### src/rtl/qcr_pkg.sv
package qcr_pkg;

    typedef enum logic [1:0] {
        RD_IDLE      = 2'd0,
        RD_HIGH_HELD = 2'd1,
        RD_LOW_DONE  = 2'd2
    } rd_state_e;

endpackage

### src/rtl/qcr_counter.sv
module qcr_counter #(
    parameter int W = 16
) (
    input  logic         clk,
    input  logic         rst_n,
    input  logic         stb,
    input  logic         up,
    output logic [W-1:0] cnt_q
);

    logic [W-1:0] cnt_d;

    always_comb begin
        cnt_d = cnt_q;
        if (stb) begin
            if (up) begin
                cnt_d = cnt_q + W'(1);
            end else begin
                cnt_d = cnt_q - W'(1);
            end
        end
    end

    always_ff @(posedge clk or negedge rst_n) begin
        if (!rst_n) begin
            cnt_q <= '0;
        end else begin
            cnt_q <= cnt_d;
        end
    end

endmodule

### src/rtl/qcr_snapshot.sv
module qcr_snapshot #(
    parameter int W = 16
) (
    input  logic         clk,
    input  logic         rst_n,
    input  logic         freeze,
    input  logic [W-1:0] src,
    output logic [W-1:0] lat_q
);

    always_ff @(posedge clk or negedge rst_n) begin
        if (!rst_n) begin
            lat_q <= '0;
        end else if (!freeze) begin
            lat_q <= src;
        end
    end

endmodule

### src/rtl/qcr_read_fsm.sv
module qcr_read_fsm
    import qcr_pkg::*;
(
    input  logic      clk,
    input  logic      rst_n,
    input  logic      oe_n,
    input  logic      sel,
    output rd_state_e state,
    output logic      freeze
);

    rd_state_e state_d;

    // Read tracking advances on the falling edge of the clock.
    always_ff @(negedge clk or negedge rst_n) begin
        if (!rst_n) begin
            state <= RD_IDLE;
        end else begin
            state <= state_d;
        end
    end

    always_comb begin
        state_d = state;
        unique case (state)
            RD_IDLE: begin
                // start_read
                if (!oe_n && !sel) begin
                    state_d = RD_HIGH_HELD;
                end
            end
            RD_HIGH_HELD: begin
                // low_read; with oe_n high there is no release from here
                if (!oe_n && sel) begin
                    state_d = RD_LOW_DONE;
                end
            end
            RD_LOW_DONE: begin
                if (oe_n) begin
                    // release
                    state_d = RD_IDLE;
                end else if (!sel) begin
                    // reread_high
                    state_d = RD_HIGH_HELD;
                end
            end
            default: state_d = RD_IDLE;
        endcase
    end

    always_comb begin
        unique case (state)
            RD_IDLE:      freeze = 1'b0;
            RD_HIGH_HELD: freeze = 1'b1;
            RD_LOW_DONE:  freeze = 1'b1;
            default:      freeze = 1'b0;
        endcase
    end

endmodule

### src/rtl/qcr_byte_mux.sv
module qcr_byte_mux #(
    parameter int BYTE_W = 8,
    parameter int NBYTES = 2
) (
    input  logic [BYTE_W*NBYTES-1:0] word,
    input  logic                     sel,
    input  logic                     oe_n,
    output logic [BYTE_W-1:0]        data,
    output logic                     en
);

    logic [BYTE_W-1:0] lanes [NBYTES];

    for (genvar g = 0; g < NBYTES; g++) begin : g_lane
        assign lanes[g] = word[g*BYTE_W +: BYTE_W];
    end

    // sel low presents the most significant lane, sel high the least.
    assign data = sel ? lanes[0] : lanes[NBYTES-1];
    assign en   = ~oe_n;

endmodule

### src/rtl/qcr_reader.sv
module qcr_reader
    import qcr_pkg::*;
#(
    parameter int BYTE_W = 8
) (
    input  logic              clk,
    input  logic              rst_n,
    input  logic              cnt_stb,
    input  logic              cnt_up,
    input  logic              oe_n,
    input  logic              sel,
    output logic [BYTE_W-1:0] bus_data,
    output logic              bus_en,
    output logic              inhibit
);

    localparam int NBYTES = 2;
    localparam int CNT_W  = BYTE_W * NBYTES;

    logic [CNT_W-1:0] cnt_q;
    logic [CNT_W-1:0] lat_q;
    rd_state_e        rd_state;

    qcr_counter #(.W(CNT_W)) u_counter (
        .clk   (clk),
        .rst_n (rst_n),
        .stb   (cnt_stb),
        .up    (cnt_up),
        .cnt_q (cnt_q)
    );

    qcr_read_fsm u_fsm (
        .clk    (clk),
        .rst_n  (rst_n),
        .oe_n   (oe_n),
        .sel    (sel),
        .state  (rd_state),
        .freeze (inhibit)
    );

    qcr_snapshot #(.W(CNT_W)) u_snap (
        .clk    (clk),
        .rst_n  (rst_n),
        .freeze (inhibit),
        .src    (cnt_q),
        .lat_q  (lat_q)
    );

    qcr_byte_mux #(.BYTE_W(BYTE_W), .NBYTES(NBYTES)) u_mux (
        .word (lat_q),
        .sel  (sel),
        .oe_n (oe_n),
        .data (bus_data),
        .en   (bus_en)
    );

endmodule

### config.mk
export PLATFORM = sky130hd
export DESIGN_NAME = qcr_reader
export DESIGN_NICKNAME = d
export VERILOG_FILES = /design/src/rtl/qcr_pkg.sv /design/src/rtl/qcr_counter.sv /design/src/rtl/qcr_snapshot.sv /design/src/rtl/qcr_read_fsm.sv /design/src/rtl/qcr_byte_mux.sv /design/src/rtl/qcr_reader.sv
export SDC_FILE = /design/constraint.sdc
export NUM_CORES = 1
export LEC_CHECK = 0
export CORE_MARGIN = 2
export CORE_UTILIZATION = 36
export CTS_BUF_LIST = sky130_fd_sc_hd__clkbuf_2
export DETAILED_ROUTE_END_ITERATION = 10
export SKIP_LAST_GASP = 1
export SLEW_MARGIN = 5
export SYNTH_ARGS = -nofsm -noshare
export SYNTH_HDL_FRONTEND = slang
export SYNTH_SLANG_ARGS = --single-unit
### constraint.sdc
create_clock -name clk -period 2.2 [get_ports clk]
set_input_delay 0.44 -clock clk [delete_from_list [all_inputs] [get_ports clk]]
set_output_delay 0.44 -clock clk [all_outputs]
set_load 0.02 [all_outputs]
After elaboration in Yosys (flattened, before gate mapping)

Cells that the tools add are included.

Logic and storage cells: 26
Flip-flop bits (word level): 34
Input port bits: 6
Output and inout port bits: 10

Reduce and logical (&&, ||, !) cells: 7
Equality and inequality tests: 5
Add/subtract/negate cells: 2
Mux-type cells: 8
Bitwise operators: 1

Operators by type and width:

| kind                                                | count |
|---|---|
| adder 16 x 1 -> 16 bit (second input constant)      | 1 |
| 2-to-1 mux 16 bit                                   | 1 |
| subtractor 16 x 1 -> 16 bit (second input constant) | 1 |
| 2-to-1 mux 2 bit                                    | 4 |
| 2-to-1 mux 8 bit                                    | 1 |
| one-hot mux 2 bit (3 select lines)                  | 1 |
| != test 2 x 1 -> 1 bit (second input constant)      | 2 |
| != test 3 bit (second input constant)               | 1 |
| AND reduction 3 bit                                 | 1 |
| == test 2 x 1 -> 1 bit (second input constant)      | 1 |
| == test 2 bit (second input constant)               | 1 |
| logical AND 1 bit                                   | 2 |
| logical NOT 1 bit                                   | 2 |
| logical NOT 2 bit                                   | 1 |
| OR reduction 2 bit                                  | 1 |
| 2-to-1 mux 1 bit                                    | 1 |
| NOT 1 bit                                           | 1 |

Depth between registers and ports, before layout

Gate-level depths: netlist (run 1).

Depth in word-level cells: 4
Depth in mapped cells: 9

Hierarchy

A second synthesis (run 1) with hierarchy kept.

Cell total of the unflattened synthesis: 184
Area total of the unflattened synthesis: 2263.4 µm²

Modules (own cells, without submodules):

| module       | times used | cells an instance | seq. area each (µm²) | area each (µm²) |
|---|---|---|---|---|
| qcr_counter  | 1          | 123               | 400.4                | 1290.0 |
| qcr_snapshot | 1          | 34                | 400.4                | 649.4 |
| qcr_read_fsm | 1          | 17                | 50.0                 | 188.9 |
| qcr_byte_mux | 1          | 10                | 0.0                  | 135.1 |

==> metrics.cfg, run 1 <==
[global_routing]
grt_pass1_wl_um = 9210
antenna_found_initial = 0
grt_max_degree = 33
grt_overflow_total = 0
track_usage_pct = 18.5
grt_pass1_vias = 1877

[synth]
ys_warn_count = 0
synth_nets = 240
synth_top_area_share_pct = 36.3
seq_area_frac_synth_pct = 38.6
yosys_most_used_dff = dfrtp_1
ys_ff_latch = 34
async_flop_share_pct = 100
synth_edf_count = 0
synth_xor_area_share_pct = 4.37
synthSimpleGateAreaFrac_pct = 11.2
synth_compound_area_share_pct = 15.6
syn_inst = 214
synth_top_cell_by_area = dfrtp_1
synth_top_family_by_area = multiplexers
syn-mean-instance-area_um2 = 10.3
synthMuxAreaShare_pct = 15.8
netlist_area_mm2 = 0.00220
yosysUniqueCellTypes = 45
synth_area_leaders = dfrtp_1 (36%), mux2_2 (15%), ha_1 (11%)
synthAdderAreaFrac_pct = 11.7

[clocking]
htreeDepth = 2
max-clock-path-buffers = 2
cts_hold_buf = 0
cts_tree = yes
clk-insertion-delay-late_ns = 0.41
cts_buffers = 5
root_buffer = clkbuf_2
clk_pin_slew_worst_paths_ns = 0.15
clock_sinks = 34

[placement]
dp_hpwl_um = 3990
gp_congestion = 0.821
placed_area_mm2 = 0.00294
io_buffers = 15

[worst_setup_path]
cpPeakStageDelay_ns = 0.45
endpoint_kind = output port
path_max_fanout = 2
cp_cell_sequence = inv_2 -> ha_4 -> buf_6
crit_required_ns = 1.76
crit_slowest_cell = dfrtn_1
cp-start-kind = flip-flop
critical_path_buf_inv_count = 2
path_class = reg2out
crit_arrival_ns = 2.30
critPathTopFamily = flip-flops
reg2reg_slack_ns = -0.49

[layout]
diodes = 0
regArea_um2 = 851
nNetsFinal = 320
fillCellCount = 509
drive_above_1_share_pct = 42.0
post-route-util_pct = 54.8
design_area_mm2 = 0.00324
multi_input_area_mm2 = 0.00147
area_growth_pct = 47.1

[floorplanning]
ioPinCount = 16
core_area_mm2 = 0.00592
dieArea_mm2 = 0.00677
die_y_um = 82.3
num_rows = 28
die_w_um = 82.3
initial_utilization_pct = 37.2

[routing]
viasPerCell = 5.05
drt_iter0_markers = 46
wl_per_cell_um = 15.4
first_pass_iters = 4
wl_um = 5700
drc_errors = 0
via_count = 1870
final_antenna_net_count = 0

[timing]
setup_viol = 17
relSlewSlack_pct = 72.4
setup_ws_ns = -0.537
drv_slew = 0
hold_viol = 0
rsz0062_at_grt = yes
tightest_slew_ns = 0.414
finalClockSkew_ns = 0.0977

[pwr]
ir_worst_vdd_mv = 0.788
p_per_area_mw_per_mm2 = 1650
p_leak_nw = 1.48
p_total_mw = 5.35

[hold_path]
hp-class = reg2reg

[run]
cap_violations = 0

[outcome]
status = finished, violations left
violations = setup timing

repair_timing:
action                                  in CTS  in global routing
endpoints found under the setup margin      32                 19
resized for setup                           33                 12
buffers inserted                            13                  7
pin swaps                                    4                  2
gates cloned                                 2                  1
worst register-to-register path, stage by stage, from the launching register on:
cell and delay, ns:
dfrtn_1 0.45, inv_2 0.06, ha_4 0.24, buf_4 0.13
buf_8 0.12, buf_12 0.12, buf_16 0.13, mux2_4 0.29
cells in the mapped netlist, types with 2 or more instances:
library cell / count
or3_1: 2
mux2_2: 30
a31o_1: 2
o21a_1: 2
inv_1: 9
xor2_1: 5
a21o_1: 4
o21bai_1: 2
o21ai_0: 13
nand3_1: 3
clkbuf_1: 5
nand4_1: 2
a21oi_1: 13
nor3_1: 2
nor2_1: 9
nor2b_1: 3
dfrtp_1: 32
a31oi_1: 4
dfrtn_1: 2
nand2_1: 22
xnor2_1: 6
ha_1: 19
power by group:
part / switching, mW / internal [mW] / total [mW]
sequential: 0.275 / 0.960 / 1.23
clock: 0.229 / 0.0783 / 0.308
combinational: 1.53 / 2.27 / 3.80
per-layer routing:
metal  global-route usage [%]  share of wire [%]  up-vias
met3                     3.04                2.9       14
li1                         -                  -      932
met4                     7.17                2.9        0
met5                        0                  0        -
met2                     29.7                 46       30
met1                     25.0                 49      894
final timing paths:
check | startpoint | to | cells past startpoint
setup reg to reg | u_fsm.state[0] | u_snap.lat_q[10] | 7
max in group asynchronous | rst_n | u_fsm.state[1] | 1
min in group asynchronous | rst_n | u_counter.cnt_q[15] | 2
setup / recovery | u_fsm.state[0] | inhibit | 3
hold reg to reg | u_snap.lat_q[0] | u_snap.lat_q[0] | 2
hold / removal | u_snap.lat_q[0] | u_snap.lat_q[0] | 2
state kept, by name, indices dropped and copies added (netlist names):
register,cells
u_fsm.state,2
u_snap.lat_q,16
u_counter.cnt_q,16
cell families (layout without fill, tap and decap cells):
logic type	count (synthesis)	after routing
compound gates	51	51
xor+xnor	11	11
fa+ha+maj	20	20
buf+inv	16	97
flops	34	34
mux	31	31
simple gates	51	51
stage by stage:
stage               setup TNS [ns]  cells  setup WS (ns)  hold WS, ns
floorplan                    -6.00    214         -0.444        0.144
detailed placement          -14.24    345         -0.653        0.475
global route                 -7.53    370         -0.619        0.532
global placement            -13.84    345         -0.652        0.470
CTS                          -5.72    363         -0.555        0.510
finish                       -6.99    370         -0.537        0.504
placed cells by master, fill, tap and decap left out, drive strengths merged, types with 6 or more instances in the layout:
| cell | n |
|---|---|
| ha | 19 |
| dfrtp | 32 |
| clkdlybuf4s15 | 8 |
| a21oi | 14 |
| o21ai | 13 |
| buf | 65 |
| xnor2 | 6 |
| inv | 8 |
| mux2 | 30 |
| nand2 | 22 |
| nor2 | 9 |
| clkbuf | 7 |
layout make-up:
class | instances | area share [%]
clock buffers | 6 | 0.926
inverters | 9 | 1.16
well taps | 75 | 2.89
flip-flops and latches | 34 | 26.2
repair buffers | 80 | 23.1
clock inverters | 2 | 0.270
multi-input cells | 164 | 45.4
Note: power is estimated with default switching activity, not from simulation.
==> run 2: changes to the inputs <==
--- a/config.mk
+++ b/config.mk
@@ -6,9 +6,10 @@
 export NUM_CORES = 1
 export LEC_CHECK = 0
 export CORE_MARGIN = 2
-export CORE_UTILIZATION = 36
+export CORE_UTILIZATION = 61
 export CTS_BUF_LIST = sky130_fd_sc_hd__clkbuf_2
 export DETAILED_ROUTE_END_ITERATION = 10
+export PLACE_DENSITY = 0.82
 export SKIP_LAST_GASP = 1
 export SLEW_MARGIN = 5
 export SYNTH_ARGS = -nofsm -noshare
==> metrics.cfg, run 2 (synthesis gave the netlist of run 1 again) <==
[layout]
finalNonFillerCells = 328  ; -11%
diodes = 0  ; unchanged
final_common_cell = buf_4
final_cell_mix = buf_4 (49), dfrtp_1 (32), mux2_2 (25)
reg_top3 = u_counter.cnt_q (16), u_snap.lat_q (16), u_fsm.state (2)
design_area_mm2 = 0.00300  ; -7.4%
area_growth_pct = 36.2
nNetsFinal = 307  ; -4.1%
drive_above_1_share_pct = 39.7  ; -2.3 points

[outcome]
status = finished, violations left
violations = setup timing

[timing]
setup_ws_ns = -0.592  ; -0.0552 ns
setup_viol = 17  ; unchanged
rsz0062_at_grt = yes
drv_slew = 0  ; unchanged
tns_ns = -5.44  ; +1.55 ns
hold_viol = 0  ; unchanged
tightest_slew_ns = 0.435  ; +0.0213 ns
finalClockSkew_ns = 0.0614  ; -0.0363 ns
relSlewSlack_pct = 70.8  ; -1.6 points

[worst_setup_path]
crit_required_ns = 1.76  ; about the same
crit_arrival_ns = 2.35  ; +0.05 ns
path_class = reg2out
cpPeakStageDelay_ns = 0.46  ; about the same
critical_path_buf_inv_count = 2  ; unchanged
cp-start-kind = flip-flop
crit_slowest_cell = dfrtn_1
critPathTopFamily = flip-flops
endpoint_kind = output port
path_max_fanout = 2  ; unchanged
cp_cell_sequence = inv_2 -> ha_4 -> buf_6

[global_routing]
track_usage_pct = 30.6  ; +12 points
grt_overflow_total = 0  ; unchanged
grt_max_degree = 33  ; unchanged
grt_pass1_wl_um = 9550  ; +3.7%
antenna_found_initial = 0  ; unchanged
grt_pass1_vias = 2042  ; +8.8%

[clocking]
clk_pin_slew_worst_paths_ns = 0.18  ; +0.03 ns
cts_hold_buf = 0  ; unchanged
max-clock-path-buffers = 2  ; unchanged
cts_tree = yes
clk-insertion-delay-late_ns = 0.41  ; about the same
root_buffer = clkbuf_2
cts_buffers = 5  ; unchanged
htreeDepth = 2  ; unchanged
clock_sinks = 34  ; unchanged

[routing]
drc_errors = 0  ; unchanged
wl_per_cell_um = 18.4  ; +19%
first_pass_iters = 4  ; unchanged
drt_iter0_markers = 155  ; +240%
viasPerCell = 6.03  ; +19%
wl_um = 6030  ; +5.6%
final_antenna_net_count = 0  ; unchanged
via_count = 1978  ; +5.8%

[placement]
dpl_worst_slack_ns = -0.676  ; -0.0232 ns
gp_congestion = 0.844  ; +2.8%
dp_hpwl_um = 4280  ; +7.1%
placed_area_mm2 = 0.00289  ; -1.6%
io_buffers = 15  ; unchanged
dp.cells = 313  ; -9.3%

[hold_path]
hp-class = reg2reg

[pwr]
p_comb_share_pct = 68.4  ; -2.7 points
ir_worst_vdd_mv = 1.01  ; +28%
power_frac_clock_pct = 6.3  ; +0.5 points
p_total_mw = 4.88  ; -8.8%
p_per_area_mw_per_mm2 = 1620  ; -1.5%
p_seq_share_pct = 25.3  ; +2.2 points
intPower_mw = 2.86  ; -14%
switching_share_pct = 41.4  ; +3.3 points
power.switching_mw = 2.02  ; -0.92%
p_leak_nw = 1.39  ; -5.8%

[floorplanning]
dieArea_mm2 = 0.00411  ; -39%
num_rows = 21  ; -25%
die_w_um = 64.1  ; -22%
ioPinCount = 16  ; unchanged
core_area_mm2 = 0.00342  ; -42%
die_y_um = 64.1  ; -22%
initial_utilization_pct = 64.5  ; +27 points

[run]
cap_violations = 0  ; unchanged

## run 2: cell types whose count changed in the layout (fill, tap and decap cells not counted), moves of 4 or more
cell | previous run | this run
mux2_4 | 9 | 5
buf_4 | 57 | 49
dlygate4sd2_1 | 3 | 7
mux2_2 | 21 | 25
clkdlybuf4s15_1 | 8 | 2
## run 2: layout make-up
cell class | count | area [um2]
Inverter | 9 | 37.5
Fill cell | 168 | 413
Clock inverter | 2 | 8.76
Timing Repair Buffer | 67 | 567
Clock buffer | 6 | 30.0
Tap cell | 46 | 57.6
Multi-Input combinational cell | 164 | 1450
Sequential cell | 34 | 851
## run 2: tightest hold or removal path: stages (launching register included)
cell and delay, ns:
dfrtp_1 0.39, nand2_1 0.05, o21ai_0 0.06
## run 2: path summary, 6_finish.rpt
check                           cells after the start               to            start  slack, ns
worst max register to register                      4  u_snap.lat_q[2]   u_fsm.state[0]      -0.38
worst min-delay path                                2  u_snap.lat_q[0]  u_snap.lat_q[0]       0.52
worst min register to register                      2  u_snap.lat_q[0]  u_snap.lat_q[0]       0.52
min in group asynchronous                           2  u_snap.lat_q[5]            rst_n       0.53
max in group asynchronous                           1   u_fsm.state[0]            rst_n       0.78
worst max-delay path                                3          inhibit   u_fsm.state[0]      -0.59
## run 2: metal layers
layer  part of all wire [%]  GRT usage, %  vias up
li1                       -             -      909
met4                    3.0          12.5        0
met3                    4.5          7.22       26
met5                      0             0        -
met2                     51          52.7       64
met1                     42          36.6      979
## run 2: what timing repair did
action / CTS / global route
pin swaps: 2 / 2
setup endpoints to repair: 36 / 25
gates resized for setup: 18 / 7
setup buffers: 2 / 5
## run 2: through the flow
step,hold slack (ns),utilization (%)
floorplan,0.144,-
global placement,0.465,84.7
detailed placement,0.488,84.7
CTS,0.525,86.2
global route,0.544,87.9
finish,0.522,87.9
## run 2: power groups by stage
stage | Sequential (mW) | Clock [mW] | Combinational [mW]
4_1_cts | 1.23 | 0.306 | 3.17
3_3_place_gp | 1.22 | 0 | 2.97
6_report | 1.23 | 0.306 | 3.34
3_5_place_dp | 1.24 | 0 | 3.16
2_1_floorplan | 1.15 | 0 | 2.17
5_1_grt | 1.27 | 0.316 | 3.61
